<file path="config.mk">
export PLATFORM = sky130hd
export DESIGN_NAME = nvm_byte_prog
export DESIGN_NICKNAME = d
export VERILOG_FILES = /design/src/rtl/nvmw_pkg.sv /design/src/rtl/nvmw_phase_timer.sv /design/src/rtl/nvmw_poll_counter.sv /design/src/rtl/nvmw_strobe_reg.sv /design/src/rtl/nvm_byte_prog.sv
export SDC_FILE = /design/constraint.sdc
export NUM_CORES = 1
export LEC_CHECK = 0
export ABC_AREA = 1
export ABC_CLOCK_PERIOD_IN_PS = 1500
export BUFFER_PORTS_ARGS = -buffer_cell sky130_fd_sc_hd__buf_2
export CAP_MARGIN = 20
export CORE_MARGIN = 1.5
export CORE_UTILIZATION = 37
export CTS_CLUSTER_DIAMETER = 30
export DETAILED_ROUTE_END_ITERATION = 8
export SETUP_SLACK_MARGIN = 0.3
export SYNTH_ARGS = -nofsm -noshare
export SYNTH_HDL_FRONTEND = slang
export SYNTH_SLANG_ARGS = --single-unit
</file>
<file path="constraint.sdc">
create_clock -name clk -period 1.5 [get_ports clk]
set_clock_uncertainty 0.1 [all_clocks]
set_input_delay 0.075 -clock clk [delete_from_list [all_inputs] [get_ports clk]]
set_output_delay 0.075 -clock clk [all_outputs]
set_load 0.02 [all_outputs]
</file>
<file path="src/rtl/nvmw_pkg.sv">
// Shared types for the byte programmer: sequencer states, the pin strobe
// bundle, the strobe pattern of each state and a ceiling-division helper.
// Assumes nothing beyond IEEE 1800-2017 packages.
package nvmw_pkg;

    typedef enum logic [2:0] {
        ST_IDLE   = 3'd0,
        ST_SETUP  = 3'd1,
        ST_STROBE = 3'd2,
        ST_HOLD   = 3'd3,
        ST_TURN   = 3'd4,
        ST_READ   = 3'd5,
        ST_RECOV  = 3'd6
    } nvmw_state_e;

    typedef struct packed {
        logic ce_n;
        logic oe_n;
        logic we_n;
        logic drive;
    } nvmw_strobe_t;

    // Pin pattern that belongs to each sequencer state.
    function automatic nvmw_strobe_t strobe_for(nvmw_state_e s);
        nvmw_strobe_t p;
        p = '{ce_n: 1'b1, oe_n: 1'b1, we_n: 1'b1, drive: 1'b0};
        case (s)
            ST_SETUP:  p = '{ce_n: 1'b0, oe_n: 1'b1, we_n: 1'b1, drive: 1'b1};
            ST_STROBE: p = '{ce_n: 1'b0, oe_n: 1'b1, we_n: 1'b0, drive: 1'b1};
            ST_HOLD:   p = '{ce_n: 1'b0, oe_n: 1'b1, we_n: 1'b1, drive: 1'b1};
            ST_READ:   p = '{ce_n: 1'b0, oe_n: 1'b0, we_n: 1'b1, drive: 1'b0};
            default:   p = '{ce_n: 1'b1, oe_n: 1'b1, we_n: 1'b1, drive: 1'b0};
        endcase
        return p;
    endfunction

    // Integer ceiling division for parameter arithmetic.
    function automatic int ceil_div(int num, int den);
        return (num + den - 1) / den;
    endfunction

endpackage

</file>
<file path="src/rtl/nvmw_phase_timer.sv">
// Down-counter that times the length of one sequencer phase.
// A load of N-1 on entry into a phase makes that phase last N cycles;
// 'expired' is high in the phase's final cycle. Assumes the loader only
// loads on a phase change.
module nvmw_phase_timer #(
    parameter int TMR_W = 4
) (
    input  logic             clk,
    input  logic             rst_n,
    input  logic             load,
    input  logic [TMR_W-1:0] load_val,
    output logic             expired
);

    logic [TMR_W-1:0] cnt_q;

    // Load on phase entry, otherwise count down and rest at zero.
    always_ff @(posedge clk) begin
        if (!rst_n) begin
            cnt_q <= '0;
        end else if (load) begin
            cnt_q <= load_val;
        end else if (cnt_q != '0) begin
            cnt_q <= cnt_q - 1'b1;
        end
    end

    // Final cycle of the current phase.
    always_comb expired = (cnt_q == '0);

endmodule

</file>
<file path="src/rtl/nvmw_poll_counter.sv">
// Counts the mismatching poll reads of one request and flags the read
// that is the last one permitted. Assumes 'clr' comes at the start of
// the first read and 'inc' at each mismatch that is not the last.
module nvmw_poll_counter #(
    parameter int LIMIT  = 4,
    parameter int POLL_W = 3
) (
    input  logic clk,
    input  logic rst_n,
    input  logic clr,
    input  logic inc,
    output logic last
);

    logic [POLL_W-1:0] cnt_q;

    // Clear per request, step once per failed read.
    always_ff @(posedge clk) begin
        if (!rst_n) begin
            cnt_q <= '0;
        end else if (clr) begin
            cnt_q <= '0;
        end else if (inc) begin
            cnt_q <= cnt_q + 1'b1;
        end
    end

    // The read in progress is read number LIMIT.
    always_comb last = (cnt_q == POLL_W'(LIMIT - 1));


    poll_bound_chk: assert property (@(posedge clk) disable iff (!rst_n)
        cnt_q < POLL_W'(LIMIT));

endmodule

</file>
<file path="src/rtl/nvmw_strobe_reg.sv">
// Registers the memory control pins from the sequencer's next state, so
// the pins change only at a clock edge and never glitch on decode.
// Assumes the pin pattern is a pure function of the state.
module nvmw_strobe_reg (
    input  logic                 clk,
    input  logic                 rst_n,
    input  nvmw_pkg::nvmw_state_e state_d,
    output nvmw_pkg::nvmw_strobe_t pins_q
);
    import nvmw_pkg::*;

    // Pins follow the state being entered; reset parks them idle.
    always_ff @(posedge clk) begin
        if (!rst_n) begin
            pins_q <= strobe_for(ST_IDLE);
        end else begin
            pins_q <= strobe_for(state_d);
        end
    end

endmodule

</file>
<file path="src/rtl/nvm_byte_prog.sv">
// Host-side sequencer that programs one byte of a parallel non-volatile
// memory and then polls the same address until the top data bit reads
// back true, or a poll limit sized from the worst-case programming time
// is exhausted. Assumes the memory returns the inverted top bit while
// busy, and that reset is applied before use.
module nvm_byte_prog #(
    parameter int ADDR_W        = 11,
    parameter int DATA_W        = 8,
    parameter int CLK_NS        = 10,
    parameter int WE_LOW_NS     = 110,
    parameter int DATA_SETUP_NS = 60,
    parameter int ADDR_HOLD_NS  = 100,
    parameter int ACCESS_NS     = 90,
    parameter int RECOVER_CYC   = 2,
    parameter int WRITE_MAX_NS  = 10_000_000
) (
    input  logic              clk,
    input  logic              rst_n,
    input  logic              wr_valid,
    output logic              wr_ready,
    input  logic [ADDR_W-1:0] wr_addr,
    input  logic [DATA_W-1:0] wr_data,
    output logic [ADDR_W-1:0] nvm_addr,
    output logic [DATA_W-1:0] nvm_dq_o,
    output logic              nvm_dq_oe,
    input  logic [DATA_W-1:0] nvm_dq_i,
    output logic              nvm_ce_n,
    output logic              nvm_oe_n,
    output logic              nvm_we_n,
    output logic              wr_done,
    output logic              wr_timeout
);
    import nvmw_pkg::*;

    localparam int LOW_A      = ceil_div(WE_LOW_NS, CLK_NS);
    localparam int LOW_B      = ceil_div(DATA_SETUP_NS, CLK_NS);
    localparam int LOW_C      = ceil_div(ADDR_HOLD_NS, CLK_NS);
    localparam int LOW_AB     = (LOW_A > LOW_B) ? LOW_A : LOW_B;
    localparam int STROBE_CYC = (LOW_AB > LOW_C) ? LOW_AB : LOW_C;
    localparam int ACCESS_CYC = ceil_div(ACCESS_NS, CLK_NS) + 1;
    localparam int POLL_PER   = ACCESS_CYC + RECOVER_CYC;
    localparam int LIMIT_RAW  = ceil_div(WRITE_MAX_NS, POLL_PER * CLK_NS);
    localparam int POLL_LIMIT = (LIMIT_RAW < 1) ? 1 : LIMIT_RAW;
    localparam int TMR_MAX_A  = (STROBE_CYC > ACCESS_CYC) ? STROBE_CYC : ACCESS_CYC;
    localparam int TMR_MAX    = (TMR_MAX_A > RECOVER_CYC) ? TMR_MAX_A : RECOVER_CYC;
    localparam int TMR_W      = $clog2(TMR_MAX + 1);
    localparam int POLL_W     = $clog2(POLL_LIMIT + 1);
    localparam int MSB        = DATA_W - 1;

    nvmw_state_e       state_q, state_d;
    logic [ADDR_W-1:0] addr_q;
    logic [DATA_W-1:0] data_q;
    logic              tmr_load, tmr_done;
    logic [TMR_W-1:0]  tmr_val;
    logic              poll_clr, poll_inc, poll_last;
    logic              take, done_d, tout_d;
    logic              done_q, tout_q;
    nvmw_strobe_t      pins_q;

    nvmw_phase_timer #(.TMR_W(TMR_W)) u_timer (
        .clk      (clk),
        .rst_n    (rst_n),
        .load     (tmr_load),
        .load_val (tmr_val),
        .expired  (tmr_done)
    );

    nvmw_poll_counter #(.LIMIT(POLL_LIMIT), .POLL_W(POLL_W)) u_polls (
        .clk   (clk),
        .rst_n (rst_n),
        .clr   (poll_clr),
        .inc   (poll_inc),
        .last  (poll_last)
    );

    nvmw_strobe_reg u_pins (
        .clk     (clk),
        .rst_n   (rst_n),
        .state_d (state_d),
        .pins_q  (pins_q)
    );

    // Next-state, phase timer loads and end-of-request decisions.
    always_comb begin
        state_d  = state_q;
        tmr_load = 1'b0;
        tmr_val  = '0;
        poll_clr = 1'b0;
        poll_inc = 1'b0;
        take     = 1'b0;
        done_d   = 1'b0;
        tout_d   = 1'b0;
        unique case (state_q)
            ST_IDLE: begin
                if (wr_valid) begin
                    take     = 1'b1;
                    state_d  = ST_SETUP;
                    tmr_load = 1'b1;
                end
            end
            ST_SETUP: begin
                if (tmr_done) begin
                    state_d  = ST_STROBE;
                    tmr_load = 1'b1;
                    tmr_val  = TMR_W'(STROBE_CYC - 1);
                end
            end
            ST_STROBE: begin
                if (tmr_done) begin
                    state_d  = ST_HOLD;
                    tmr_load = 1'b1;
                end
            end
            ST_HOLD: begin
                if (tmr_done) begin
                    state_d  = ST_TURN;
                    tmr_load = 1'b1;
                end
            end
            ST_TURN: begin
                if (tmr_done) begin
                    state_d  = ST_READ;
                    tmr_load = 1'b1;
                    tmr_val  = TMR_W'(ACCESS_CYC - 1);
                    poll_clr = 1'b1;
                end
            end
            ST_READ: begin
                if (tmr_done) begin
                    if (nvm_dq_i[MSB] == data_q[MSB]) begin
                        done_d  = 1'b1;
                        state_d = ST_IDLE;
                    end else if (poll_last) begin
                        tout_d  = 1'b1;
                        state_d = ST_IDLE;
                    end else begin
                        poll_inc = 1'b1;
                        state_d  = ST_RECOV;
                        tmr_load = 1'b1;
                        tmr_val  = TMR_W'(RECOVER_CYC - 1);
                    end
                end
            end
            ST_RECOV: begin
                if (tmr_done) begin
                    state_d  = ST_READ;
                    tmr_load = 1'b1;
                    tmr_val  = TMR_W'(ACCESS_CYC - 1);
                end
            end
            default: state_d = ST_IDLE;
        endcase
    end

    // Sequencer state and the one-cycle result pulses.
    always_ff @(posedge clk) begin
        if (!rst_n) begin
            state_q <= ST_IDLE;
            done_q  <= 1'b0;
            tout_q  <= 1'b0;
        end else begin
            state_q <= state_d;
            done_q  <= done_d;
            tout_q  <= tout_d;
        end
    end

    // Request capture; address and data stay put until the next request.
    always_ff @(posedge clk) begin
        if (!rst_n) begin
            addr_q <= '0;
            data_q <= '0;
        end else if (take) begin
            addr_q <= wr_addr;
            data_q <= wr_data;
        end
    end

    // Port drive.
    always_comb begin
        wr_ready   = (state_q == ST_IDLE);
        nvm_addr   = addr_q;
        nvm_dq_o   = data_q;
        nvm_dq_oe  = pins_q.drive;
        nvm_ce_n   = pins_q.ce_n;
        nvm_oe_n   = pins_q.oe_n;
        nvm_we_n   = pins_q.we_n;
        wr_done    = done_q;
        wr_timeout = tout_q;
    end


    no_contention_chk: assert property (@(posedge clk) disable iff (!rst_n)
        nvm_dq_oe |-> nvm_oe_n);


    strobe_framed_chk: assert property (@(posedge clk) disable iff (!rst_n)
        !nvm_we_n |-> (!nvm_ce_n && nvm_dq_oe && nvm_oe_n));


    read_framed_chk: assert property (@(posedge clk) disable iff (!rst_n)
        !nvm_oe_n |-> (!nvm_ce_n && nvm_we_n));


    addr_stable_chk: assert property (@(posedge clk) disable iff (!rst_n)
        (!nvm_ce_n && $past(!nvm_ce_n)) |-> $stable(nvm_addr));


    result_excl_chk: assert property (@(posedge clk) disable iff (!rst_n)
        !(wr_done && wr_timeout));


    done_single_chk: assert property (@(posedge clk) disable iff (!rst_n)
        (wr_done || wr_timeout) |=> !(wr_done || wr_timeout));


    busy_not_ready_chk: assert property (@(posedge clk) disable iff (!rst_n)
        (!nvm_ce_n || nvm_dq_oe) |-> !wr_ready);

endmodule

</file>
Word-level counts from Yosys, hierarchy flattened
Index checks and enable logic that the tools add are counted.

storage, ports and cells
  register bits after elaboration = 49
  bits of input ports = 30
  output and inout port bits = 26
  logic and storage cells = 67

operators by class
  add/subtract/negate cells = 2
  eq/ne operators = 12
  multiplexer cells = 29
  bitwise gates (word level) = 3
  reduce and logical (&&, ||, !) cells = 10

operators by type and width
  operator                                              count
  2-to-1 mux 3 bit                                      8
  one-hot mux 4 bit (3 select lines)                    2
  one-hot mux 3 bit (6 select lines)                    1
  adder 17 x 1 -> 17 bit (second input constant)        1
  equality test 17 bit (second input constant)          1
  2-to-1 mux 4 bit                                      4
  2-to-1 mux 1 bit                                      13
  equality test 3 x 2 -> 1 bit (second input constant)  4
  equality test 3 bit (second input constant)           4
  equality test 3 x 1 -> 1 bit (second input constant)  2
  OR reduction 2 bit                                    3
  OR reduction 5 bit                                    1
  logical NOT 4 bit                                     1
  nonzero test 4 bit                                    1
  OR reduction 4 bit                                    1
  subtractor 4 x 1 -> 4 bit (second input constant)     1
  logical NOT 3 bit                                     1
  inverter 1 bit                                        3
  one-hot mux 1 bit (3 select lines)                    1
  AND reduction 3 bit                                   1
  nonzero test 2 bit                                    1
  equality test 1 bit                                   1

Logic depth before layout (Yosys ltp)
Gate-level depths: netlist (run 1).

  depth after elaboration = 8
  depth in mapped cells = 13
  depth with buffers taken out = 13

By module
A second synthesis (run 1) with hierarchy kept.

unflattened totals
  cells, all modules = 341
  area total of the unflattened synthesis = 2,448.6 um^2

by module, submodules not included
  module             instances  cells an instance  area an instance (um^2)  seq. area each (um^2)
  nvm_byte_prog      1          144                1,144.8                  480.5
  nvmw_poll_counter  1          143                923.4                    340.3
  nvmw_phase_timer   1          40                 247.7                    80.1
  nvmw_strobe_reg    1          14                 132.6                    80.1

Worst setup path before layout (run 1)
OpenSTA, ideal clock, no wires.

  path type = reg2reg
  start point = register u_timer.cnt_q[0]
  end point = register, netlist name u_pins.pins_q[1]
  library setup time = 130 ps
  data arrival time = 1,394 ps
  data required time = 1,270 ps
  setup slack = -124 ps
  stages on the path, launching flop included = 12
  buffers on the path = 0
  clock period less this slack = 1,624 ps
  cells stage by stage = dfxtp_1 inv_1 ha_1 inv_1 nor2_2 nand2_2 inv_1 nand3_1 nand3_1 inv_1 a31oi_1 nand3_1

on the way
  word-level cells in the longest chain between the ends = 6
  elaborated cells on any way between the ends = 13
  classes of those cells = 4 x eq/ne; 7 x mux; 2 x reduce/logical

RTL lines
  what                                                                                 RTL line                source
  start, declared                                                                      nvmw_phase_timer.sv:15  logic [TMR_W-1:0] cnt_q;
  start signal, assigned                                                               nvmw_phase_timer.sv:22  cnt_q <= load_val;
  start signal, assigned                                                               nvmw_phase_timer.sv:24  cnt_q <= cnt_q - 1'b1;
  logical NOT 4 bit *                                                                  nvmw_phase_timer.sv:29  always_comb expired = (cnt_q == '0);
  2-to-1 mux 3 bit (on tied branches)                                                  -
  one-hot mux 3 bit (6 select lines) *                                                 nvm_byte_prog.sv:93     unique case (state_q)
  equality test 3 x 1 -> 1 bit / equality test 3 x 2 -> 1 bit (equally long branches)  nvmw_pkg.sv:27          case (s)
  OR reduction 2 bit (no source line)                                                  -
  one-hot mux 4 bit (3 select lines) *                                                 nvmw_pkg.sv:27

Mark *: on every way between the ends. The rest lies on a longest branch, timed or not.
A chain may end at the register's enable or synchronous reset.

Worst setup path in the final report (run 1)
  start point = register u_timer.cnt_q[0]
  end point = register u_polls.cnt_q[8]

on the way
  word-level cells in the longest chain between the ends = 4
  elaborated cells on any way between the ends = 6
  classes of those cells = 4 x mux; 2 x reduce/logical

RTL lines
  what                                 RTL line                 source
  logical NOT 4 bit *                  nvmw_phase_timer.sv:29
  2-to-1 mux 1 bit                     nvm_byte_prog.sv:121     if (tmr_done) begin
  2-to-1 mux 1 bit                     nvm_byte_prog.sv:93
  OR reduction 2 bit (no source line)  -
  end signal, assigned                 nvmw_poll_counter.sv:24  cnt_q <= cnt_q + 1'b1;
  end, declared                        nvmw_poll_counter.sv:15  logic [POLL_W-1:0] cnt_q;

Marked as above.

==> results.ini, run 1 <==
[status]
status=complete, but fails checks
violations=setup timing

[route]
wl_met2_um=3950
drtPass1Iterations=4
drt_iter0_markers=128
highest_layer=met4
drtAntennaViolNets=0
wl_per_cell_um=14.4
wl_met1_um=3320
via_count=2672
drc_errors=0
wl_met3_um=425
wl_um=7810
vias_per_cell=4.92

[critical_path]
worstSetupStartpointType=flip-flop
worst_setup_path_end_kind=flip-flop
required_ns=1.61
critPathMaxFanout=7
r2r_cells=11
crit_type=reg2reg
critical_path_arrival_ns=1.86

[placed_design]
numPortBuffers=48
place_congestion=0.887
placed_area_mm2=0.00310
dp.final_hpwl_um=4250
placedCellCount=490

[sta]
fin_ws_ns=-0.246
finalHoldViolCount=0
whs_ns=0.158
tightest_slew_ns=0.409
fin_setup_tns_ns=-4.67
setup-violations-final=32
fmax_ghz=0.573
relSlewSlack_pct=72.7
period_share_pct=116
rsz0062_at_grt=yes
finalMaxSlewViolations=0
period_needed_ns=1.75

[final_layout]
fillers=455
final_common_cell=nand2_1
final_nets=500
mostFrequentLayoutCells=nand2_1, buf_4, buf_2
seqCellArea_um2=993
syn2layout_area_growth_pct=75.7
multi_input_area_mm2=0.00162
final_cells=543
final_cell_area_mm2=0.00416
antenna-diode-count=0
drive_gt1_share_pct=52.4

[synthesis]
synth_edf_count=0
synth_top_area_cell=dfxtp_1
async_reset_ff_share_pct=0
synth_top_area_share_pct=41.5
synthCells=327
netlist_area_mm2=0.00236
ys_ff_latch=49
avgSynthCellArea_um2=7.23
yosysWarnings=0
synth_area_leaders=dfxtp_1, nand2_1, a21oi_1, inv_1, nor2_1
syn-num-nets=360
ys.flop_type=dfxtp_1
synth.yosys.seq_area_share_pct=41.5
synth_cell_types=33

[clock_network]
cts.reportedPaths.clkPinSlew_ns=0.10
numClockSinks=49
clock_path_buffers=2
numCtsBuffers=5
htreeDepth=2
clk_latency_ns=0.31
root_buffer=clkbuf_8
tritoncts=built

[grt]
grt_overflow_total=0
grt_pass1_vias=2475
grt_first_pass_wirelength_um=11700
track_usage_pct=20.7
grt_max_degree=24
antenna_found_initial=0

[floorplan]
core_area_mm2=0.00606
die_x_um=82.9
ios=56
die-area_mm2=0.00688
rows=28
initial_core_util_pct=39.0
dieHeight_um=82.9

[power]
power_per_cell_area_mw_per_mm2=1320
peakVddDrop_uv=1040
power.leakage_nw=1.89

[job]
cap_violations=0

[min_path]
hold_depth=4
min-delay-path-class=in2reg

## stage by stage
stage / total power [mW] / worst slack [ns] / util (%)
global route: 5.74 / -0.324 / 68.6
CTS: 4.94 / -0.181 / 62.9
detailed placement: 3.24 / -0.235 / 51.1
floorplan: 2.72 / -0.0418 / -
global placement: 3.22 / -0.194 / 51.1
finish: 5.48 / -0.246 / 68.6
## cells by family after synthesis
kind of cell	after synthesis	synth area share (%)
AOI/OAI and AO/OA	55	13.7
buffers and inverters	48	9.21
xor gates and xnor gates	10	4.02
and+or+nand+nor	162	30.0
adders and majority gates	3	1.59
DFF	49	41.5
## layout make-up
type,instances,share of cell area [%]
inverter,38,4.10
tap,75,2.26
sequential,49,23.9
timing repair inverter,1,0.151
timing repair buffer,141,28.2
multi-input combinational,231,39.0
clock buffer,5,1.66
clock inverter,3,0.693
## synth_stat cells (3+ instances only)
cell	count
dfxtp_1	49
nand4_1	3
nand2_2	3
buf_6	3
nand3_1	13
inv_2	6
nor3_1	6
a21oi_2	11
clkbuf_1	3
a21oi_1	29
xor2_1	8
o21ai_0	9
buf_4	3
ha_1	3
nor2_2	4
inv_1	31
nand3b_1	3
nand2_1	95
nor2_1	29
## worst paths after layout
kind	start	to	slack (ns)
max	u_timer.cnt_q[0]	u_polls.cnt_q[8]	-0.25
min	nvm_dq_i[7]	wr_done	0.16
max reg2reg	u_timer.cnt_q[0]	u_polls.cnt_q[8]	-0.25
min reg2reg	nvm_dq_o[6]	nvm_dq_o[6]	0.38
## registers in the layout, indices dropped and copies added, names as in the netlist
signal / cells
u_polls.cnt_q: 17
nvm_addr: 11
nvm_dq_o: 8
u_pins.pins_q: 4
u_timer.cnt_q: 4
state_q: 3
wr_done: 1
wr_timeout: 1
## per-layer routing
metal  global-route usage (%)  vias to the layer above
li1                         -                     1326
met1                     25.3                     1239
met2                     37.4                       94
met3                     4.37                       13
met4                     4.09                        0
met5                        0                        -
## where the power goes
group | leakage [nW] | internal [mW] | switching (mW)
Sequential | 0.403 | 1.49 | 0.150
Clock | 0.0511 | 0.353 | 0.519
Combinational | 1.43 | 1.38 | 1.59
## critical path, stage by stage (launching register included)
cell     delay (ns)
dfxtp_2        0.34
inv_2          0.07
ha_4           0.13
inv_2          0.04
nor2_4         0.09
nand2_4        0.07
nor2_4         0.15
nand3_4        0.21
inv_8          0.14
buf_4          0.12
nand3_1        0.05
and3_1         0.14
## what timing repair did
item	CTS	global route
hold buffers	21	0
setup endpoints to repair	50	51
gates resized for setup	66	71
endpoints found under the hold margin	26	0
buffers inserted	10	8
pin swaps	17	22
cloned	5	1
No activity file was read; power rests on OpenSTA's default activity.
==> run 2, diff against run 1 <==
--- a/config.mk
+++ b/config.mk
@@ -6,9 +6,9 @@
 export NUM_CORES = 1
 export LEC_CHECK = 0
 export ABC_AREA = 1
-export ABC_CLOCK_PERIOD_IN_PS = 1500
+export ABC_CLOCK_PERIOD_IN_PS = 1600
 export BUFFER_PORTS_ARGS = -buffer_cell sky130_fd_sc_hd__buf_2
-export CAP_MARGIN = 20
+export CAP_MARGIN = 25
 export CORE_MARGIN = 1.5
 export CORE_UTILIZATION = 37
 export CTS_CLUSTER_DIAMETER = 30
==> constraint.sdc (replaced) <==
create_clock -name clk -period 1.6 [get_ports clk]
set_clock_uncertainty 0.1 [all_clocks]
set_input_delay 0.08 -clock clk [delete_from_list [all_inputs] [get_ports clk]]
set_output_delay 0.08 -clock clk [all_outputs]
set_load 0.02 [all_outputs]
==> results.ini, run 2 (same netlist as run 1, synthesis figures left out) <==
[sta]
period_needed_ns=1.74  ; -0.00270 ns
fmax_ghz=0.574  ; +0.16%
fin_ws_ns=-0.144  ; +0.103 ns
tightest_slew_ns=0.390  ; -0.0184 ns
whs_ns=0.160  ; +0.00292 ns
finalHoldViolCount=0  ; unchanged
finalMaxSlewViolations=0  ; unchanged
rsz0062_at_grt=yes
period_share_pct=109  ; -7.4 points
setup-violations-final=28  ; -13%
relSlewSlack_pct=73.8  ; +1.1 points

[route]
highest_layer=met4
drtAntennaViolNets=0  ; unchanged
via_count=2728  ; +2.1%
drtPass1Iterations=4  ; unchanged
wl_met2_um=4540  ; +15%
wl_met1_um=3290  ; -0.96%
vias_per_cell=5.07  ; +3.0%
wl_met3_um=479  ; +13%
drc_errors=0  ; unchanged
wl_um=8710  ; +12%
wl_per_cell_um=16.2  ; +13%
drt_iter0_markers=187  ; +46%

[clock_network]
clk_latency_ns=0.32  ; about the same
tritoncts=built
htreeDepth=2  ; unchanged
numClockSinks=49  ; unchanged
numCtsBuffers=5  ; unchanged
cts.reportedPaths.clkPinSlew_ns=0.11  ; about the same
clock_path_buffers=2  ; unchanged
root_buffer=clkbuf_8

[grt]
track_usage_pct=21.9  ; +1.3 points
grt_pass1_vias=2662  ; +7.6%
grt_max_degree=24  ; unchanged
grt_first_pass_wirelength_um=12300  ; +5.1%
antenna_found_initial=0  ; unchanged
grt_overflow_total=0  ; unchanged

[critical_path]
cp_slowest_stage_delay_ns=0.34  ; about the same
cp_cell_sequence=inv_2 > ha_4 > inv_2 > nor2_4 > nand2_4 > nor2_4 > nand3_4 > buf_6 > o21bai_1 > and3_1
crit_type=reg2reg
crit_buf_inv=3  ; -1
critical_path_arrival_ns=1.91  ; +0.05 ns
cp_top_family=simple AND/OR/NAND/NOR gates
required_ns=1.76  ; +0.15 ns
worstSetupStartpointType=flip-flop
worst_setup_path_end_kind=flip-flop
critPathMaxFanout=6  ; -1
cpMaxStageDelayCell=dfxtp_2

[final_layout]
mostFrequentLayoutCells=buf_2, nand2_1, dfxtp_1
final_common_cell=buf_2
final_nets=495  ; -1.0%
largest_reg_flops=17  ; unchanged
syn2layout_area_growth_pct=81.4
fin_util_pct=70.8  ; +2.2 points
final_cells=538  ; -0.92%
antenna-diode-count=0  ; unchanged
drive_gt1_share_pct=56.4  ; +4.0 points
largest-register=u_polls.cnt_q
final_cell_area_mm2=0.00429  ; +3.3%

[floorplan]
die-area_mm2=0.00688  ; unchanged
dieHeight_um=82.9  ; unchanged
initial_core_util_pct=39.0  ; unchanged
ios=56  ; unchanged
rows=28  ; unchanged
core_area_mm2=0.00606  ; unchanged
die_x_um=82.9  ; unchanged

[placed_design]
dp.final_hpwl_um=3940  ; -7.1%
place_congestion=0.809  ; -8.8%
placed_area_mm2=0.00306  ; -1.3%
placedCellCount=482  ; -1.6%
numPortBuffers=48  ; unchanged

[status]
status=complete, but fails checks
violations=setup timing

[job]
cap_violations=0  ; unchanged

[power]
power_per_cell_area_mw_per_mm2=1220  ; -7.6%
power.leakage_nw=1.89  ; +0.17%
peakVddDrop_uv=897  ; -14%

[min_path]
min-delay-path-class=in2reg

run 2: cell type report:
type	instances	area, µm²
multi-input combinational	231	1680
clock inverter	3	25.0
inverter	38	178
sequential	49	993
timing repair buffer	136	1240
fill	421	1770
tap	75	93.8
clock buffer	5	68.8
timing repair inverter	1	7.51
run 2: tightest hold or removal path: stages:
cell and delay (ns):
buf_2 0.11, nand2_4 0.08, nand3_2 0.11, buf_6 0.10, nand2_2 0.04, inv_2 0.04
run 2: power breakdown:
group	switching, mW	leakage (nW)	internal (mW)
sequential	0.118	0.403	1.39
clock	0.486	0.0447	0.317
combinational	1.52	1.44	1.39
run 2: per-stage QoR:
stage	worst slack (ns)	total power [mW]	setup TNS, ns
after floorplan	0.0582	2.54	0
after global placement	-0.100	2.99	-1.21
after detailed placement	-0.139	3.00	-1.81
after CTS	-0.105	4.74	-1.53
after global routing	-0.243	5.45	-5.04
final	-0.144	5.23	-2.24
run 2: what timing repair did:
action / in CTS / in global routing
pin swaps: 30 / 29
resized for setup: 100 / 72
endpoints found under the setup margin: 49 / 50
cloned: 8 / 0
hold endpoints to repair: 25 / 0
buffers inserted: 14 / 5
hold buffers: 21 / 0
run 2: worst paths after layout:
kind | from | endpoint | slack (ns) | cells past startpoint
min | wr_valid | state_q[0] | 0.16 | 6
min reg2reg | nvm_addr[1] | nvm_addr[1] | 0.38 | 2
max | u_timer.cnt_q[0] | u_polls.cnt_q[8] | -0.14 | 10
max reg2reg | u_timer.cnt_q[0] | u_polls.cnt_q[8] | -0.14 | 10
run 2: per-layer routing:
metal	GRT usage (%)	up-vias
met5	0	-
met4	7.88	0
met3	4.57	34
met1	24.8	1279
met2	40.5	103
li1	-	1312
